==> src/rtl/irqc_pkg.sv <==
package irqc_pkg;

  typedef enum logic [1:0] {
    SEL_CORE  = 2'd0,
    SEL_PEN   = 2'd1,
    SEL_PFLAG = 2'd2,
    SEL_NONE  = 2'd3
  } irqc_sel_e;

  // Next value of one sticky flag: a write replaces it, an event forces it high.
  function automatic logic flag_next(input logic cur, input logic wr,
                                     input logic wdata, input logic evt);
    return (wr ? wdata : cur) | evt;
  endfunction

  // Any source with both enable and flag set (vectors zero-extended to 32).
  function automatic logic any_pending(input logic [31:0] en, input logic [31:0] flg);
    return |(en & flg);
  endfunction

endpackage

==> src/rtl/irqc_flag_bank.sv <==
module irqc_flag_bank #(
  parameter int W = 8
) (
  input  logic         clk,
  input  logic         rst_n,
  input  logic         wr,
  input  logic [W-1:0] wdata,
  input  logic [W-1:0] evt,
  output logic [W-1:0] q
);
  import irqc_pkg::*;

  for (genvar i = 0; i < W; i++) begin : g_flag
    always_ff @(posedge clk) begin
      if (!rst_n) q[i] <= 1'b0;
      else        q[i] <= flag_next(q[i], wr, wdata[i], evt[i]);
    end
  end
endmodule

==> src/rtl/irqc_enable_reg.sv <==
module irqc_enable_reg #(
  parameter int W = 8
) (
  input  logic         clk,
  input  logic         rst_n,
  input  logic         wr,
  input  logic [W-1:0] wdata,
  output logic [W-1:0] q
);
  always_ff @(posedge clk) begin
    if (!rst_n)  q <= '0;
    else if (wr) q <= wdata;
  end
endmodule

==> src/rtl/irqc_gate_ctrl.sv <==
module irqc_gate_ctrl (
  input  logic clk,
  input  logic rst_n,
  input  logic wr_gie,
  input  logic wdata_gie,
  input  logic ack,
  input  logic ret,
  output logic gie,
  output logic hidden_en
);
  always_ff @(posedge clk) begin
    if (!rst_n) begin
      gie       <= 1'b0;
      hidden_en <= 1'b1;
    end else if (ack) begin
      gie       <= 1'b0;
      hidden_en <= 1'b0;
    end else if (ret) begin
      gie       <= 1'b1;
      hidden_en <= 1'b1;
    end else if (wr_gie) begin
      gie       <= wdata_gie;
    end
  end
endmodule

==> src/rtl/irqc_wrap_timer.sv <==
module irqc_wrap_timer #(
  parameter int TMR_W = 16
) (
  input  logic clk,
  input  logic rst_n,
  input  logic tick,
  output logic wrap
);
  localparam logic [TMR_W-1:0] CNT_MAX = '1;
  logic [TMR_W-1:0] cnt;

  assign wrap = tick && (cnt == CNT_MAX);

  always_ff @(posedge clk) begin
    if (!rst_n)    cnt <= '0;
    else if (tick) cnt <= cnt + 1'b1;
  end
endmodule

==> src/rtl/irq_gate_ctrl.sv <==
module irq_gate_ctrl #(
  parameter int          REG_W    = 8,
  parameter int          TMR_W    = 16,
  parameter int          VEC_W    = 13,
  parameter int unsigned VEC_ADDR = 4,
  localparam int         NC       = (REG_W - 2) / 2
) (
  input  logic             clk,
  input  logic             rst_n,
  input  logic [1:0]       reg_sel,
  input  logic             reg_wr,
  input  logic [REG_W-1:0] reg_wdata,
  output logic [REG_W-1:0] reg_rdata,
  input  logic [NC-1:0]    core_evt,
  input  logic [REG_W-2:0] periph_evt,
  input  logic             tmr_tick,
  input  logic             irq_ack,
  input  logic             irq_ret,
  output logic             irq_req,
  output logic [VEC_W-1:0] irq_vector
);
  import irqc_pkg::*;

  localparam int GIE_BIT  = REG_W - 1;
  localparam int PEIE_BIT = REG_W - 2;

  irqc_sel_e sel;
  assign sel = irqc_sel_e'(reg_sel);

  // Named internal events
  logic wr_core, wr_pen, wr_pflag;
  assign wr_core  = reg_wr && (sel == SEL_CORE);
  assign wr_pen   = reg_wr && (sel == SEL_PEN);
  assign wr_pflag = reg_wr && (sel == SEL_PFLAG);

  logic [NC-1:0]    core_en, core_flag;
  logic [0:0]       peie;
  logic [REG_W-1:0] per_en, per_flag;
  logic             gie, hidden_en, tmr_wrap;
  logic             core_pend, per_pend;

  irqc_enable_reg #(.W(NC)) u_core_en (
    .clk(clk), .rst_n(rst_n), .wr(wr_core),
    .wdata(reg_wdata[2*NC-1:NC]), .q(core_en));

  irqc_enable_reg #(.W(1)) u_peie (
    .clk(clk), .rst_n(rst_n), .wr(wr_core),
    .wdata(reg_wdata[PEIE_BIT]), .q(peie));

  irqc_enable_reg #(.W(REG_W)) u_per_en (
    .clk(clk), .rst_n(rst_n), .wr(wr_pen),
    .wdata(reg_wdata), .q(per_en));

  irqc_flag_bank #(.W(NC)) u_core_flag (
    .clk(clk), .rst_n(rst_n), .wr(wr_core),
    .wdata(reg_wdata[NC-1:0]), .evt(core_evt), .q(core_flag));

  irqc_flag_bank #(.W(REG_W)) u_per_flag (
    .clk(clk), .rst_n(rst_n), .wr(wr_pflag),
    .wdata(reg_wdata), .evt({periph_evt, tmr_wrap}), .q(per_flag));

  irqc_gate_ctrl u_gate (
    .clk(clk), .rst_n(rst_n), .wr_gie(wr_core), .wdata_gie(reg_wdata[GIE_BIT]),
    .ack(irq_ack), .ret(irq_ret), .gie(gie), .hidden_en(hidden_en));

  irqc_wrap_timer #(.TMR_W(TMR_W)) u_timer (
    .clk(clk), .rst_n(rst_n), .tick(tmr_tick), .wrap(tmr_wrap));

  assign core_pend = any_pending(32'(core_en), 32'(core_flag));
  assign per_pend  = any_pending(32'(per_en), 32'(per_flag));
  assign irq_req   = gie && hidden_en && (core_pend || (peie[0] && per_pend));

  assign irq_vector = VEC_W'(VEC_ADDR);

  always_comb begin
    reg_rdata = '0;
    case (sel)
      SEL_CORE: begin
        reg_rdata[GIE_BIT]     = gie;
        reg_rdata[PEIE_BIT]    = peie[0];
        reg_rdata[2*NC-1:NC]   = core_en;
        reg_rdata[NC-1:0]      = core_flag;
      end
      SEL_PEN:   reg_rdata = per_en;
      SEL_PFLAG: reg_rdata = per_flag;
      default:   reg_rdata = '0;
    endcase
  end
endmodule

==> config.mk <==
export PLATFORM = sky130hd
export DESIGN_NAME = irq_gate_ctrl
export DESIGN_NICKNAME = d
export VERILOG_FILES = /design/src/rtl/irqc_pkg.sv /design/src/rtl/irqc_flag_bank.sv /design/src/rtl/irqc_enable_reg.sv /design/src/rtl/irqc_gate_ctrl.sv /design/src/rtl/irqc_wrap_timer.sv /design/src/rtl/irq_gate_ctrl.sv
export SDC_FILE = /design/constraint.sdc
export NUM_CORES = 1
export LEC_CHECK = 0
export BUFFER_PORTS_ARGS = -buffer_cell sky130_fd_sc_hd__buf_2
export CORE_MARGIN = 1.5
export CORE_UTILIZATION = 45
export CTS_CLUSTER_SIZE = 8
export DETAILED_ROUTE_END_ITERATION = 12
export PLACE_DENSITY_LB_ADDON = 0.3
export SLEW_MARGIN = 20
export SYNTH_ARGS = -nofsm -noshare
export SYNTH_HDL_FRONTEND = slang
export SYNTH_SLANG_ARGS = --single-unit
==> constraint.sdc <==
create_clock -name clk -period 1.74 [get_ports clk]
set_input_delay 0.087 -clock clk [delete_from_list [all_inputs] [get_ports clk]]
set_output_delay 0.087 -clock clk [all_outputs]
set_load 0.05 [all_outputs]
== Word level (Yosys, flattened, before mapping) ==
Index checks and enable logic that the tools add are counted.

* Add/sub/neg operators: 1
* Multiply operators: 0
* Div/mod/pow operators: 0
* Magnitude comparators: 0
* Equality and inequality tests: 3
* Shift operators: 0
* Mux-type cells: 16
* Bitwise operators: 14
* Reduce and logical (&&, ||, !) cells: 14

{| class="wikitable"
|+ Operators with widths
! operator !! number
|-
| 32-bit OR reduction || 2
|-
| 8-bit case mux with 3 select lines || 1
|-
| 16-bit by 1-bit adder with 16-bit output (second input constant) || 1
|-
| 16-bit == test (second input constant) || 1
|-
| 1-bit two-way mux || 15
|-
| 1-bit OR || 11
|-
| 8-bit AND || 1
|-
| 1-bit logical AND || 7
|-
| 2-bit nonzero test || 2
|-
| 3-bit AND || 1
|-
| 2-bit by 1-bit == test with 1-bit output (second input constant) || 1
|-
| 2-bit == test (second input constant) || 1
|-
| 2-bit zero test || 1
|-
| 2-bit OR reduction || 1
|-
| 1-bit logical OR || 1
|-
| 1-bit NOT || 1
|}

* Register bits after elaboration: 41
* Bits in latches: 0
* Memory bits (writable): 0
* Memory bits (read-only): 0
* Input bits: 26
* Output and inout port bits: 22
* Word-level logic and storage cells: 65
* Memories kept: 0

== Logic depth before layout (Yosys ltp) ==
Gate-level depths: netlist of the first run.

* Depth in word-level cells: 5
* Depth in mapped cells: 5
* Depth with buffers taken out: 4

== Hierarchy ==
Synthesis of the first run repeated with hierarchy kept, for this count alone.

* Cell total of the unflattened synthesis: 218
* Area total of the unflattened synthesis: 2152.1 µm²

{| class="wikitable"
|+ By module, submodules not included
! module !! instances !! cells each !! area an instance (µm²) !! sequential area each (µm²)
|-
| irqc_wrap_timer || 1 || 84 || 789.5 || 320.3
|-
| irq_gate_ctrl || 1 || 54 || 370.4 || 0.0
|-
| irqc_flag_bank at u_per_flag || 1 || 26 || 355.3 || 160.2
|-
| irqc_enable_reg at u_per_en || 1 || 25 || 301.5 || 160.2
|-
| irqc_flag_bank at u_core_flag || 1 || 9 || 116.4 || 60.1
|-
| irqc_enable_reg at u_core_en || 1 || 9 || 108.9 || 60.1
|-
| irqc_gate_ctrl || 1 || 8 || 73.8 || 40.0
|-
| irqc_enable_reg at u_peie || 1 || 3 || 36.3 || 20.0
|}

== Worst setup path after synthesis of the first run ==
No wires, ideal clock.

* Path type: reg2out
* Start: register u_per_en.q[3]
* End: output port reg_rdata[3]
* Arrival time: 1480 ps
* Required time: 1653 ps
* Setup slack: 173 ps
* Cell stages (with the launch flop): 3
* Buffers on the path: 0
* Path through: dfxtp_1 mux2i_1 o21ai_0

* Longest elaborated chain between the ends: 1

{| class="wikitable"
|+ RTL lines
! element !! line !! source
|-
| from (decl) || irqc_enable_reg.sv:8 || <nowiki>output logic [W-1:0] q</nowiki>
|-
| from (signal assigned) || irqc_enable_reg.sv:12 || <nowiki>else if (wr) q <= wdata;</nowiki>
|-
| 8-bit case mux with 3 select lines || irq_gate_ctrl.sv:77 || <nowiki>case (sel)</nowiki>
|-
| to (decl) || irq_gate_ctrl.sv:13 || <nowiki>output logic [REG_W-1:0] reg_rdata,</nowiki>
|}

No other way between the ends.

== Worst setup path in the final report of the first run ==
* Start: register u_per_flag.q[1]
* End: output port irq_req

* Longest elaborated chain between the ends: 5

{| class="wikitable"
|+ RTL lines
! element !! line !! source
|-
| from (decl) || irqc_flag_bank.sv:9 || <nowiki>output logic [W-1:0] q</nowiki>
|-
| from (signal, indexed assignment) || irqc_flag_bank.sv:16 || <nowiki>else q[i] <= flag_next(q[i], wr, wdata[i], evt[i]);</nowiki>
|-
| 8-bit AND || irqc_pkg.sv:18 || <nowiki>return |(en & flg);</nowiki>
|-
| 32-bit OR reduction || irqc_pkg.sv:18 ||
|-
| 1-bit logical AND || irq_gate_ctrl.sv:71 || <nowiki>assign irq_req = gie && hidden_en && (core_pend || (peie[0] && per_pend));</nowiki>
|-
| 1-bit logical OR || irq_gate_ctrl.sv:71 ||
|-
| 1-bit logical AND || irq_gate_ctrl.sv:71 ||
|-
| to (decl) || irq_gate_ctrl.sv:19 || <nowiki>output logic irq_req,</nowiki>
|}

No other way between the ends.

==> results of run 1 <==
[placed cells by master (no fill, tap or decap), types with 2 or more instances in the layout]
cell	Yosys	layout
sky130_fd_sc_hd__a21oi_1	19	19
sky130_fd_sc_hd__a22o_1	4	4
sky130_fd_sc_hd__buf_2	6	34
sky130_fd_sc_hd__buf_4	15	10
sky130_fd_sc_hd__clkbuf_8	0	5
sky130_fd_sc_hd__conb_1	2	13
sky130_fd_sc_hd__dfxtp_1	41	41
sky130_fd_sc_hd__inv_1	13	13
sky130_fd_sc_hd__mux2i_1	37	37
sky130_fd_sc_hd__nand2_1	17	17
sky130_fd_sc_hd__nand2b_1	4	4
sky130_fd_sc_hd__nand3_1	4	4
sky130_fd_sc_hd__nand3b_1	2	2
sky130_fd_sc_hd__nand4_1	4	4
sky130_fd_sc_hd__nor2_1	18	18
sky130_fd_sc_hd__nor4_1	4	4
sky130_fd_sc_hd__o21ai_0	12	12
sky130_fd_sc_hd__o31ai_1	4	4
sky130_fd_sc_hd__or3_1	3	3
sky130_fd_sc_hd__or4_1	5	5
sky130_fd_sc_hd__xor2_1	3	3
[through the flow]
step	util [%]	setup slack, ps
detailed placement	50.8	182
floorplan	-	173
CTS	53.4	69.0
finish	53.7	61.4
global placement	50.8	263
global route	53.7	10.5
[Yosys cell counts, drive strengths merged]
| master | n |
|---|---|
| dfxtp | 41 |
| mux2i | 37 |
| buf | 22 |
| a21oi | 19 |
| nor2 | 18 |
| nand2 | 17 |
| inv | 13 |
| o21ai | 12 |
| nand4 | 6 |
| or4 | 5 |
| a22o | 4 |
| clkbuf | 4 |
| nand2b | 4 |
| nand3 | 4 |
| nor4 | 4 |
| o31ai | 4 |
| or3 | 3 |
| xor2 | 3 |
| conb | 2 |
| nand3b | 2 |
| a211oi | 1 |
| a222oi | 1 |
| clkinv | 1 |
| ha | 1 |
| nor2b | 1 |
| nor3b | 1 |
| o41ai | 1 |
| xnor2 | 1 |
[layer usage]
layer	part of all wire [%]	up-vias	global-route usage, %
met5	0	-	0
met2	49	29	26.6
met3	3.5	7	4.04
met1	46	751	21.1
met4	1.8	0	6.41
li1	-	858	-
[cells by family after synthesis]
group,synth area share [%]
other,0.366
flip-flops,40.0
buffers and inverters,10.4
XOR/XNOR,1.71
adder cells (fa/ha/maj),0.610
AO/OA/AOI/OAI,12.0
AND/OR/NAND/NOR,16.8
multiplexers,18.0
[critical path, cell delays in order (launching register included)]
cell and delay, ps:
sky130_fd_sc_hd__dfxtp_1 330, sky130_fd_sc_hd__a22o_1 260, sky130_fd_sc_hd__o41ai_1 340, sky130_fd_sc_hd__a21oi_1 130, sky130_fd_sc_hd__buf_2 230
[path summary, 6_finish.rpt]
check,startpoint,endpoint,slack [ps],cells past startpoint
worst min register to register,u_timer.cnt[15]$_SDFFE_PN0P_,u_timer.cnt[15]$_SDFFE_PN0P_,490,2
worst max register to register,u_timer.cnt[0]$_SDFFE_PN0P_,u_timer.cnt[8]$_SDFFE_PN0P_,210,4
worst min-delay path,periph_evt[4],u_per_flag.q[5]$_SDFF_PN0_,20,3
worst max-delay path,u_per_flag.q[1]$_SDFF_PN0_,irq_req,60,4
[power by group]
| part | switching (mW) | leakage (nW) | internal (mW) |
|---|---|---|---|
| combinational | 0.196 | 0.694 | 0.0940 |
| clock | 0.315 | 0.0540 | 0.417 |
| sequential | 0.0283 | 0.335 | 0.974 |
[flip-flops by register name, summed over array words and instances (netlist names)]
| signal | flops |
|---|---|
| u_timer.cnt | 16 |
| u_per_en.q | 8 |
| u_per_flag.q | 8 |
| u_core_en.q | 3 |
| u_core_flag.q | 3 |
| u_gate.gie | 1 |
| u_gate.hidden_en | 1 |
| u_peie.q | 1 |
[cell type report]
cell class / instances / share of cell area, %
Clock buffer: 5 / 2.92
Clock inverter: 2 / 1.49
Inverter: 14 / 2.23
Multi-Input combinational cell: 162 / 44.9
Sequential cell: 41 / 34.8
Tap cell: 52 / 2.76
Timing Repair Buffer: 45 / 10.8
[timing repair]
action                     CTS  global route
hold endpoints to repair     1             0
hold buffers                 1             0
buffers inserted             0             2
setup endpoints to repair    0             1
resized for setup            0             0
==> impl.org, run 1 <==
** Setup path
- Path type of the worst setup path :: flop to output port
- CP Data Arrival Time :: 1590 ps
- Data required time at the worst endpoint :: 1650 ps
- In this run the worst path has a maximum fanout of 3.
- The worst setup path is launched from a flop.
- The worst setup path is captured at an output port.

** Clocking
- Clock buffer count from CTS :: 5
- The tree built by TritonCTS fans out to 41 sinks.
- Clock root buffer master :: sky130_fd_sc_hd__clkbuf_8
- Buffer levels on the longest clock path :: 2
- H-tree depth :: 2
- Clk slew on worst S/H paths :: 80 ps
- CTS tree :: built
- At the later pin of the worst-skew pair, clock insertion delay measures 290 ps.

** Synthesis
- Yosys top cell by area :: sky130_fd_sc_hd__dfxtp_1
- The share of the Yosys chip area taken by registers is 40.0%.
- Gate Count Post-Synth :: 232
- Average footprint of a synthesized cell :: 8.84 um^2
- Area contributors post-synth :: sky130_fd_sc_hd__dfxtp_1 40%, sky130_fd_sc_hd__mux2i_1 18%, sky130_fd_sc_hd__buf_4 5.5%
- Number of warnings reported in the yosys synthesis log :: 0
- #FFs+latches synth :: 41
- The mapped netlist covers 2050 um^2.
- The synthesized netlist contains 32 unique library cells.
- In this run the biggest area consumer among cell types represents 40.0% of the synthesized area.

** STA
- Setup clock skew after layout :: 9.11 ps
- RSZ-0062 raised after global routing :: no
- Final setup fails :: 0
- Share of the clock period used by the worst path after layout :: 96.5%
- The final number of max-transition violations is 0.
- The number of hold violations in the final report is 0.
- Hold slack final :: 15.2 ps
- Clock period minus final worst setup slack :: 1680 ps
- Derived from the worst setup path, the maximum achievable clock frequency is 0.596 GHz.
- Final sum of negative setup slack :: 0 ps

** Layout
- Cells with a size suffix above 1 make up 19.7% of the layout.
- The multi-input combinational cells in the finished layout cover a total of 1060 um^2.
- Area used by sequential logic in the layout :: 821 um^2
- After the flow finishes, the layout carries non-filler instances totaling 321.
- Area delta synth->final :: 14.8%
- Antenna Cells :: 0
- Number of fillers in the final layout :: 430
- Final instance area :: 2360 um^2
- For this run, the post-layout net count is 296.

** Route
- Number of routed nets with antenna violations :: 0
- After detailed routing, the number of vias per cell comes to 5.12.
- DR WL/cell :: 12.7 um
- The first TritonRoute pass finished after 4 iterations.
- Residual DRC :: 0
- Number of DRC markers after the initial detailed-route iteration :: 74
- Summing over every cut layer, the via total after detailed routing is 1645.
- Summed over all layers, the routed wires come to 4080 um.

** Status
- The flow ran to the end, and the final reports show no timing, DRC or antenna violations.

** Floorplanning
- The die covers 4970 um^2.
- From bottom edge to top edge, the die measures 70.5 um.
- The core region is 4380 um^2.
- The initialized floorplan defines 24 standard-cell rows.
- I/O pin total :: 48
- Initial core utilization :: 46.8%
- Floorplan die width :: 70.5 um

** Power and ir drop
- Total design power :: 2.02 mW
- In this run the static leakage power is 1.08 nW.
- In this run the power density over the cells is 859 nW/um^2.
- VDD sags by at most 0.444 mV.

** Global routing
- Via count of the first global-routing pass :: 1463
- Tot GR Track Use :: 16.4%
- First-pass GRT wire length :: 6560 um
- The initial antenna violation count was 0.
- Aggregate global routing overflow :: 0
- Entering global routing, the biggest net connects 22 pins.

** Placement
- Summed over all nets, the half-perimeter wirelength after detailed placement is 2990 um.
- Cell area after placement :: 2230 um^2
- Port bufs :: 34
- Routability-driven placement finished with a final weighted congestion of 0.795.
- Cell total after placement :: 311

** Min path
- Worst Hold Class :: input pin to flop

** Flow run
- The tool flagged a number of max-cap violations equal to 0.
No activity file was read; power rests on OpenSTA's default activity.
==> run 2: changes to the inputs <==
--- a/config.mk
+++ b/config.mk
@@ -5,7 +5,9 @@
 export SDC_FILE = /design/constraint.sdc
 export NUM_CORES = 1
 export LEC_CHECK = 0
+export ABC_AREA = 1
 export BUFFER_PORTS_ARGS = -buffer_cell sky130_fd_sc_hd__buf_2
+export CAP_MARGIN = 10
 export CORE_MARGIN = 1.5
 export CORE_UTILIZATION = 45
 export CTS_CLUSTER_SIZE = 8
==> run 2 against run 1 <==
Sequential share of layout area shrank 0.71 points. Critical path depth increased by 3. Fmax is 15% higher. Sequential power about the same. Utilization grew 0.74 points. Routed wire length increased by 11%. Largest power group unchanged. Clock power grew 9.7%. Synthesized area is 2.4% higher. First-iteration DRC count up 38%. Non-clock buffer count shrank 7. Total power up 4.7%. Synthesized cell count rose by 37%.
==> impl.org, run 2 <==
** Synthesis
- Most used flip-flop cell after synthesis :: sky130_fd_sc_hd__dfxtp_1 (unchanged)
- Area contributors post-synth: sky130_fd_sc_hd__dfxtp_1 39%, sky130_fd_sc_hd__nand2_1 17%, sky130_fd_sc_hd__a21oi_1 7.1% (was sky130_fd_sc_hd__dfxtp_1 40%, sky130_fd_sc_hd__mux2i_1 18%, sky130_fd_sc_hd__buf_4 5.5%).
- The count of flip-flops with a built-in enable after synthesis came to 0 (unchanged).
- The top cell type by total area after synthesis was sky130_fd_sc_hd__dfxtp_1 (unchanged).
- Gate Count Post-Synth :: 317 (was 232)
- The count of unique library cells instantiated by Yosys is 24 (was 32).
- The register bit total from synthesis was 41 (unchanged).
- Top-count cell post-synth :: sky130_fd_sc_hd__nand2_1 (was sky130_fd_sc_hd__dfxtp_1)
- The proportion of synthesized flip-flops having asynchronous set or reset was 0% (unchanged).
- Synth top cells by count: 97 x sky130_fd_sc_hd__nand2_1, 41 x sky130_fd_sc_hd__dfxtp_1, 36 x sky130_fd_sc_hd__nor2_1 (was 41 x sky130_fd_sc_hd__dfxtp_1, 37 x sky130_fd_sc_hd__mux2i_1, 19 x sky130_fd_sc_hd__a21oi_1).
- The average size of a mapped cell came to 6.63 um^2 (was 8.84 um^2).
- The Yosys warning count is 0 (unchanged).
- The proportion of synthesized chip area in sequential cells was 39.1% (was 40.0%).
- Synthesized area :: 2100 um^2 (was 2050 um^2)
- The area fraction of the dominant cell type after synthesis is 39.1% (was 40.0%).

** Clocking
- The maximum clock insertion buffer count came to 2 (unchanged).
- Clock latency of the later-clocked register in the worst-skew pair :: 290 ps (about the same)
- Clock root buffer master :: sky130_fd_sc_hd__clkbuf_8 (unchanged)
- The clock tree from TritonCTS was built (unchanged).
- The clock transition at the registers of the reported paths was 80 ps (about the same).
- H-tree depth :: 2 (unchanged)
- The total of cells resized after clock tree synthesis came to 0 (unchanged).
- Post-CTS repair timing setup buffer count :: 0 (unchanged)
- The number of buffers created by CTS is 5 (unchanged).
- The post-cts hold buffer count was 1 (unchanged).
- Sinks on Clock Net :: 41 (unchanged)

** Global routing
- The via count of the first global-routing pass is 1808 (was 1463).
- First-pass GRT wire length :: 7810 um (was 6560 um)
- Pin count of the biggest net entering global routing :: 17 (was 22)
- Tot GR Track Use :: 19.4% (was 16.4%)
- The initial antenna violation count is 0 (unchanged).
- Aggregate global routing overflow :: 0 (unchanged)

** Power and ir drop
- Leakage power of the design :: 1.11 nW (was 1.08 nW)
- Cell Pwr Density :: 881 nW/um^2 (was 859 nW/um^2)
- Maximum VDD drop :: 0.534 mV (was 0.444 mV)

** Route
- The total detailed-routing wirelength was 4520 um (was 4080 um).
- Number of routed nets with antenna violations :: 0 (unchanged)
- The number of detailed-route iterations in the first pass was 4 (unchanged).
- DR WL/cell :: 11.1 um (was 12.7 um)
- Total number of vias :: 1952 (was 1645)
- The remaining design rule violation count is 0 (unchanged).
- The mean number of vias per cell was 4.78 (was 5.12).
- Number of DRC markers after the initial detailed-route iteration :: 102 (was 74)

** Setup path
- The category of the critical setup timing path is flop to output port (unchanged).
- The kind of capture point of the worst setup path is an output port (unchanged).
- Data required time at the worst endpoint :: 1650 ps (about the same)
- Critical Path Source Type :: flop (unchanged)
- Crit Path Max Fanout :: 3 (unchanged)
- Reg-to-reg slack, setup :: 520 ps (was 210 ps)
- The worst path arrival time came to 1380 ps (was 1590 ps).

** STA
- The summed negative setup slack over all endpoints came to 0 ps (unchanged).
- Share of the clock period used by the worst path after layout :: 84.1% (was 96.5%)
- Number of max-slew violations in the final report :: 0 (unchanged)
- Setup clock skew after layout :: 6.82 ps (was 9.11 ps)
- Hold slack final :: 14.7 ps (was 15.2 ps)
- The number of hold violations in the final report is 0 (unchanged).
- The highest clock frequency the design can meet came to 0.684 GHz (was 0.596 GHz).
- RSZ-0062 raised after global routing: no (unchanged).
- The final critical path time including I/O delays and setup came to 1460 ps (was 1680 ps).
- The final setup violation count is 0 (unchanged).

** Layout
- Layout cells sized above 1 :: 16.6% (was 19.7%)
- Commonest cells after routing, fill and taps aside :: 97 x sky130_fd_sc_hd__nand2_1, 41 x sky130_fd_sc_hd__dfxtp_1, 36 x sky130_fd_sc_hd__nor2_1 (was 41 x sky130_fd_sc_hd__dfxtp_1, 37 x sky130_fd_sc_hd__mux2i_1, 34 x sky130_fd_sc_hd__buf_2)
- The area added between synthesis and finish is 14.5% (was 14.8%).
- Largest registers ranked by flip-flop count: u_timer.cnt x16, u_per_en.q x8, u_per_flag.q x8 (unchanged).
- The layout filler cell count is 455 (was 430).
- The total number of nets in the final design was 382 (was 296).
- The most common cell after layout, fill and taps aside was sky130_fd_sc_hd__nand2_1 (was sky130_fd_sc_hd__dfxtp_1).
- The number of antenna repair diodes is 0 (unchanged).
- The number of flip-flops in the largest register was 16 (unchanged).
- The largest register by flop count is u_timer.cnt (unchanged).
- Non-filler cells in the finished layout :: 408 (was 321)

** Floorplanning
- The overall die area came to 5090 um^2 (was 4970 um^2).
- Chip Height :: 71.3 um (was 70.5 um)
- The I/O pin count was 48 (unchanged).
- Initial core utilization :: 47.6% (was 46.8%)
- Core ar. :: 4410 um^2 (was 4380 um^2)
- Floorplan die width :: 71.3 um (was 70.5 um)
- The floorplan row count was 24 (unchanged).

** Min path
- Worst Hold Class :: input pin to flop (unchanged)

** Placement
- The number of I/O port buffers was 34 (unchanged).
- Gp weighted congestion :: 0.752 (was 0.795)
- DP HPWL :: 3310 um (was 2990 um)
- The instance count after placement with tap cells included was 399 (was 311).

** Flow run
- The number of maximum-capacitance constraint violations was 0 (unchanged).

** Status
- Result of the run :: complete, no violations (unchanged)
-- run 2: cell types whose count changed after synthesis, moves of 9 or more --
| cell | delta |
|---|---|
| sky130_fd_sc_hd__nor2_1 | +18 |
| sky130_fd_sc_hd__a21oi_1 | +11 |
| sky130_fd_sc_hd__inv_1 | +20 |
| sky130_fd_sc_hd__mux2i_1 | -37 |
| sky130_fd_sc_hd__o21ai_0 | +9 |
| sky130_fd_sc_hd__nand2_1 | +80 |
-- run 2: final timing paths --
path | from | end | depth (start not counted)
setup / recovery | u_per_flag.q[4]$_SDFF_PN0_ | irq_req | 7
hold / removal | irq_ret | u_gate.hidden_en$_SDFFE_PN1P_ | 3
setup reg to reg | u_timer.cnt[0]$_SDFFE_PN0P_ | u_timer.cnt[14]$_SDFFE_PN0P_ | 8
hold reg to reg | u_timer.cnt[8]$_SDFFE_PN0P_ | u_timer.cnt[8]$_SDFFE_PN0P_ | 2
-- run 2: logic make-up after synthesis --
family	synth area share, %
adders and majority gates	0.595
and+or+nand+nor	31.4
other	0.357
AOI/OAI and AO/OA	15.6
buffers and inverters	13.0
DFF	39.1
-- run 2: metal layers --
layer	GRT usage, %	up-vias	wire, um	share of wire (%)
met2	31.9	35	2130	47
li1	-	1046	-	-
met4	8.18	0	58	1.3
met1	24.7	865	2120	47
met3	4.08	6	208	4.6
met5	0	-	0	0
-- run 2: cell type report --
| class | count | area [um^2] | area share, % |
|---|---|---|---|
| clock buffers | 6 | 82.6 | 3.43 |
| inverters | 38 | 148 | 6.14 |
| repair buffers | 38 | 203 | 8.43 |
| well taps | 52 | 65.1 | 2.71 |
| clock inverters | 2 | 37.5 | 1.56 |
| flip-flops and latches | 41 | 821 | 34.1 |
| multi-input cells | 231 | 1050 | 43.6 |
-- run 2: stage by stage --
step / total power [mW] / setup slack [ps] / utilization [%] / cell area [um^2]
6_report: 2.12 / 277 / 54.5 / 2400
5_1_grt: 2.21 / 156 / 54.5 / 2400
4_1_cts: 2.14 / 245 / 54.5 / 2400
3_5_place_dp: 1.34 / 518 / 51.5 / 2270
3_3_place_gp: 1.33 / 542 / 51.5 / 2270
2_1_floorplan: 1.27 / 339 / - / 2140
-- run 2: report_power, final --
part           internal, mW  total (mW)  switching, mW
Clock                 0.466       0.803          0.336
Sequential            0.978        1.01         0.0274
Combinational        0.0838       0.312          0.228
Total                  1.53        2.12          0.591
-- run 2: critical path, stage by stage (launching register included) --
cell,delay (ps)
sky130_fd_sc_hd__dfxtp_1,360
sky130_fd_sc_hd__nand2_1,60
sky130_fd_sc_hd__nand2_1,80
sky130_fd_sc_hd__nor2_1,40
sky130_fd_sc_hd__nand2_1,40
sky130_fd_sc_hd__nand2_1,60
sky130_fd_sc_hd__a21oi_1,140
sky130_fd_sc_hd__buf_2,280
==> run 3: changes to the inputs <==
==> constraint.sdc (replaced) <==
create_clock -name clk -period 1.4 [get_ports clk]
set_input_delay 0.07 -clock clk [delete_from_list [all_inputs] [get_ports clk]]
set_output_delay 0.07 -clock clk [all_outputs]
set_load 0.05 [all_outputs]
==> run 3 against run 2 <==
Largest cell class unchanged. Design area is 0.78% higher. Highest routed layer unchanged. Total power is 21% higher. Sequential share of layout area grew 0.15 points. Flip-flop and latch count is the same. Clock skew increased by 1.4 ps. Clock power rose by 15%. Critical endpoint unchanged. Utilization rose by 0.43 points.
==> impl.org, run 3 (synthesis gave the netlist of run 2 again) <==
** Power and ir drop
- Proportion of power drawn by flip-flops and latches :: 48.7% (was 47.4%)
- The total power per unit cell area came to 1060 nW/um^2 (was 881 nW/um^2).
- Net Switching :: 725 uW (was 591 uW)
- The static power due to leakage was 1.11 nW (about the same).
- Internal power component :: 1.85 mW (was 1.53 mW)
- The clock power share came to 35.9% (was 37.9%).
- The combinational power share is 15.4% (was 14.7%).
- The post-layout total power came to 2.57 mW (was 2.12 mW).
- The switching portion of total power came to 28.2% (was 27.9%).
- The worst-case vdd ir drop was 0.467 mV (was 0.534 mV).

** Layout
- Largest registers ranked by flip-flop count :: u_timer.cnt x16, u_per_en.q x8, u_per_flag.q x8 (unchanged)
- Final design utilization :: 54.9% (was 54.5%)
- Most common cell after layout, fill and taps aside :: sky130_fd_sc_hd__nand2_1 (unchanged)
- Layout cells sized above 1 :: 19.9% (was 16.6%)
- Area delta synth->final :: 15.4% (was 14.5%)
- Final instance area :: 2420 um^2 (was 2400 um^2)
- Non-filler cells in the finished layout :: 408 (unchanged)
- The number of flip-flops in the largest register was 16 (unchanged).
- Largest register by flop count :: u_timer.cnt (unchanged)
- The number of antenna repair diodes was 0 (unchanged).
- The total number of nets in the final design was 383 (was 382).
- Commonest cells after routing, fill and taps aside: 94 x sky130_fd_sc_hd__nand2_1, 36 x sky130_fd_sc_hd__nor2_1, 33 x sky130_fd_sc_hd__inv_1, 33 x sky130_fd_sc_hd__buf_2, 33 x sky130_fd_sc_hd__dfxtp_1 (was 97 x sky130_fd_sc_hd__nand2_1, 41 x sky130_fd_sc_hd__dfxtp_1, 36 x sky130_fd_sc_hd__nor2_1).

** STA
- Top achievable clock speed :: 0.745 GHz
- The smallest clock period supported by the final layout is computed as 1340 ps.
- The final worst clock skew is 8.19 ps (was 6.82 ps).
- Final setup fails :: 0 (unchanged)
- Share of the clock period used by the worst path after layout :: 95.9%
- Hold slack final :: 16.9 ps (was 14.7 ps)
- Count of endpoints failing hold in the final timing report :: 0 (unchanged)
- RSZ-0062 raised after global routing :: yes (was no)
- Number of max-slew violations in the final report :: 0 (unchanged)

** Route
- The number of DRC markers after the initial detailed-route iteration came to 147 (was 102).
- The total detailed-routing wirelength was 4610 um (was 4520 um).
- The detailed-route wire length per cell is 11.3 um (was 11.1 um).
- The remaining design rule violation count was 0 (unchanged).
- Total number of vias :: 1982 (was 1952)
- Number of routed nets with antenna violations :: 0 (unchanged)
- Initial DRT Pass Iterations :: 4 (unchanged)
- Average vias per placed instance :: 4.86 (was 4.78)

** Setup path
- The peak fanout along the critical path came to 3 (unchanged).
- CP Data Arrival Time :: 1270 ps (was 1380 ps)
- The delay of the slowest cell on the worst path came to 350 ps (was 360 ps).
- CP max-delay cell :: sky130_fd_sc_hd__dfxtp_2 (was sky130_fd_sc_hd__dfxtp_1)
- Critical Path Source Type :: flop (unchanged)
- The number of buffers and inverters on the critical path was 1 (unchanged).
- Cell class contributing the biggest share of worst-path delay :: flip-flops (unchanged)
- Data required time at the worst endpoint :: 1330 ps (was 1650 ps)
- Path type of the worst setup path :: flop to output port (unchanged)
- Reg2reg path depth :: 8 (unchanged)
- Worst path depth :: 7 (unchanged)
- The kind of capture point of the worst setup path is an output port (unchanged).
- Reg-to-Reg End :: u_timer.cnt[14]$_SDFFE_PN0P_ (unchanged)
- Worst path most repeated cell :: sky130_fd_sc_hd__nand2_1 (unchanged)
- CP Cell Sequence: nand2_1 -> nand2_1 -> nor2_1 -> nand2_1 -> nand2_2 -> a21oi_2 -> buf_6 (was nand2_1 -> nand2_1 -> nor2_1 -> nand2_1 -> nand2_1 -> a21oi_1 -> buf_2).
- FF-to-FF Start :: u_timer.cnt[0]$_SDFFE_PN0P_ (unchanged)
- The flop-to-flop setup slack came to 150 ps (was 520 ps).

** Floorplanning
- The starting density of the core came to 47.6% (unchanged).
- Die Footprint :: 5090 um^2 (unchanged)
- The I/O pin count was 48 (unchanged).
- The area inside the core boundary is 4410 um^2 (unchanged).
- Chip Height :: 71.3 um (unchanged)
- The die span in x is 71.3 um (unchanged).
- The floorplan row count was 24 (unchanged).

** Clocking
- Clock root buffer master :: sky130_fd_sc_hd__clkbuf_8 (unchanged)
- Sinks on Clock Net :: 41 (unchanged)
- Clock latency of the later-clocked register in the worst-skew pair :: 290 ps (about the same)
- The maximum clock insertion buffer count is 2 (unchanged).
- The number of buffers created by CTS was 5 (unchanged).
- The clock transition at the registers of the reported paths came to 80 ps (about the same).
- H-tree depth :: 2 (unchanged)
- The clock tree from TritonCTS was built (unchanged).

** Placement
- Cell area after placement :: 2270 um^2 (unchanged)
- The half-perimeter wire length after placement is 3320 um (was 3310 um).
- The final weighted congestion of routability-driven global placement came to 0.822 (was 0.752).
- The number of I/O port buffers is 34 (unchanged).
- The instance count after placement with tap cells included came to 399 (unchanged).

** Flow run
- The number of maximum-capacitance constraint violations was 0 (unchanged).

** Global routing
- Aggregate global routing overflow :: 0 (unchanged)
- The global-route wire length before repair was 8080 um (was 7810 um).
- The pin count of the biggest net entering global routing was 23 (was 17).
- Via count of the first global-routing pass :: 1863 (was 1808)
- The initial antenna violation count was 0 (unchanged).
- Tot GR Track Use :: 19.9% (was 19.4%)

** Status
- Result of the run: complete, no violations (unchanged).

** Min path
- The instance count along the most critical hold path was 3 (unchanged).
- Worst Hold Class :: input pin to flop (unchanged)
- Hold path startpoint :: irq_ret (unchanged)
- The endpoint of the worst hold-timing path is u_gate.hidden_en$_SDFFE_PN1P_ (unchanged).
-- run 3: cell count changes in the layout (fill, tap and decap cells not counted), sizes merged --
cell      change
buf           +1
clkbuf        -1
clkinv        +1
clkinvlp      -1
-- run 3: timing repair --
action                                  CTS  global route
pin swaps                                 0             3
buffers inserted                          0             1
hold buffers                              1             0
hold endpoints to repair                  1             0
resized for setup                         2            12
endpoints found under the setup margin    1             1
-- run 3: area by class of cell --
| type | instances | area (um^2) |
|---|---|---|
| Clock buffer | 5 | 68.8 |
| Clock inverter | 2 | 35.0 |
| Fill cell | 479 | 1990 |
| Inverter | 38 | 148 |
| Multi-Input combinational cell | 231 | 1060 |
| Sequential cell | 41 | 831 |
| Tap cell | 52 | 65.1 |
| Timing Repair Buffer | 39 | 216 |
-- run 3: how the worst max path moves through the flow --
stage                                         endpoint  slack, ps                        start
after floorplan                                irq_req         20   u_per_flag.q[5]$_SDFF_PN0_
after global placement    u_timer.cnt[14]$_SDFFE_PN0P_        200  u_timer.cnt[0]$_SDFFE_PN0P_
after detailed placement  u_timer.cnt[14]$_SDFFE_PN0P_        150  u_timer.cnt[0]$_SDFFE_PN0P_
after CTS                                      irq_req         10   u_per_flag.q[4]$_SDFF_PN0_
after global routing                           irq_req        -10   u_per_flag.q[7]$_SDFF_PN0_
final                                          irq_req         60   u_per_flag.q[5]$_SDFF_PN0_
-- run 3: worst reg2reg max path, stage by stage (launching register included) --
cell,delay [ps]
sky130_fd_sc_hd__dfxtp_1,370
sky130_fd_sc_hd__ha_1,160
sky130_fd_sc_hd__nand2_1,60
sky130_fd_sc_hd__inv_2,100
sky130_fd_sc_hd__nand2_1,60
sky130_fd_sc_hd__nor2_1,190
sky130_fd_sc_hd__nand3_1,110
sky130_fd_sc_hd__nand2_1,70
sky130_fd_sc_hd__nor2_1,40
-- run 3: metrics by stage --
stage               setup slack [ps]  TNS (ps)
floorplan                       16.4         0
global placement                 204         0
detailed placement               150         0
CTS                             12.9         0
global route                   -11.6     -11.6
finish                          58.0         0
-- run 3: power groups by stage --
stage	Clock, mW	Sequential [mW]	Combinational, mW
2_1_floorplan	0	1.27	0.312
3_3_place_gp	0	1.27	0.382
3_5_place_dp	0	1.28	0.387
4_1_cts	0.944	1.25	0.390
5_1_grt	0.991	1.26	0.436
6_report	0.923	1.25	0.395
-- run 3: per-layer routing --
| metal | global-route usage [%] | share of wire [%] | up-vias |
|---|---|---|---|
| li1 | - | - | 1051 |
| met1 | 25.6 | 45 | 877 |
| met2 | 34.4 | 49 | 50 |
| met3 | 3.66 | 5.1 | 4 |
| met4 | 5.03 | 0.59 | 0 |
| met5 | 0 | 0 | - |
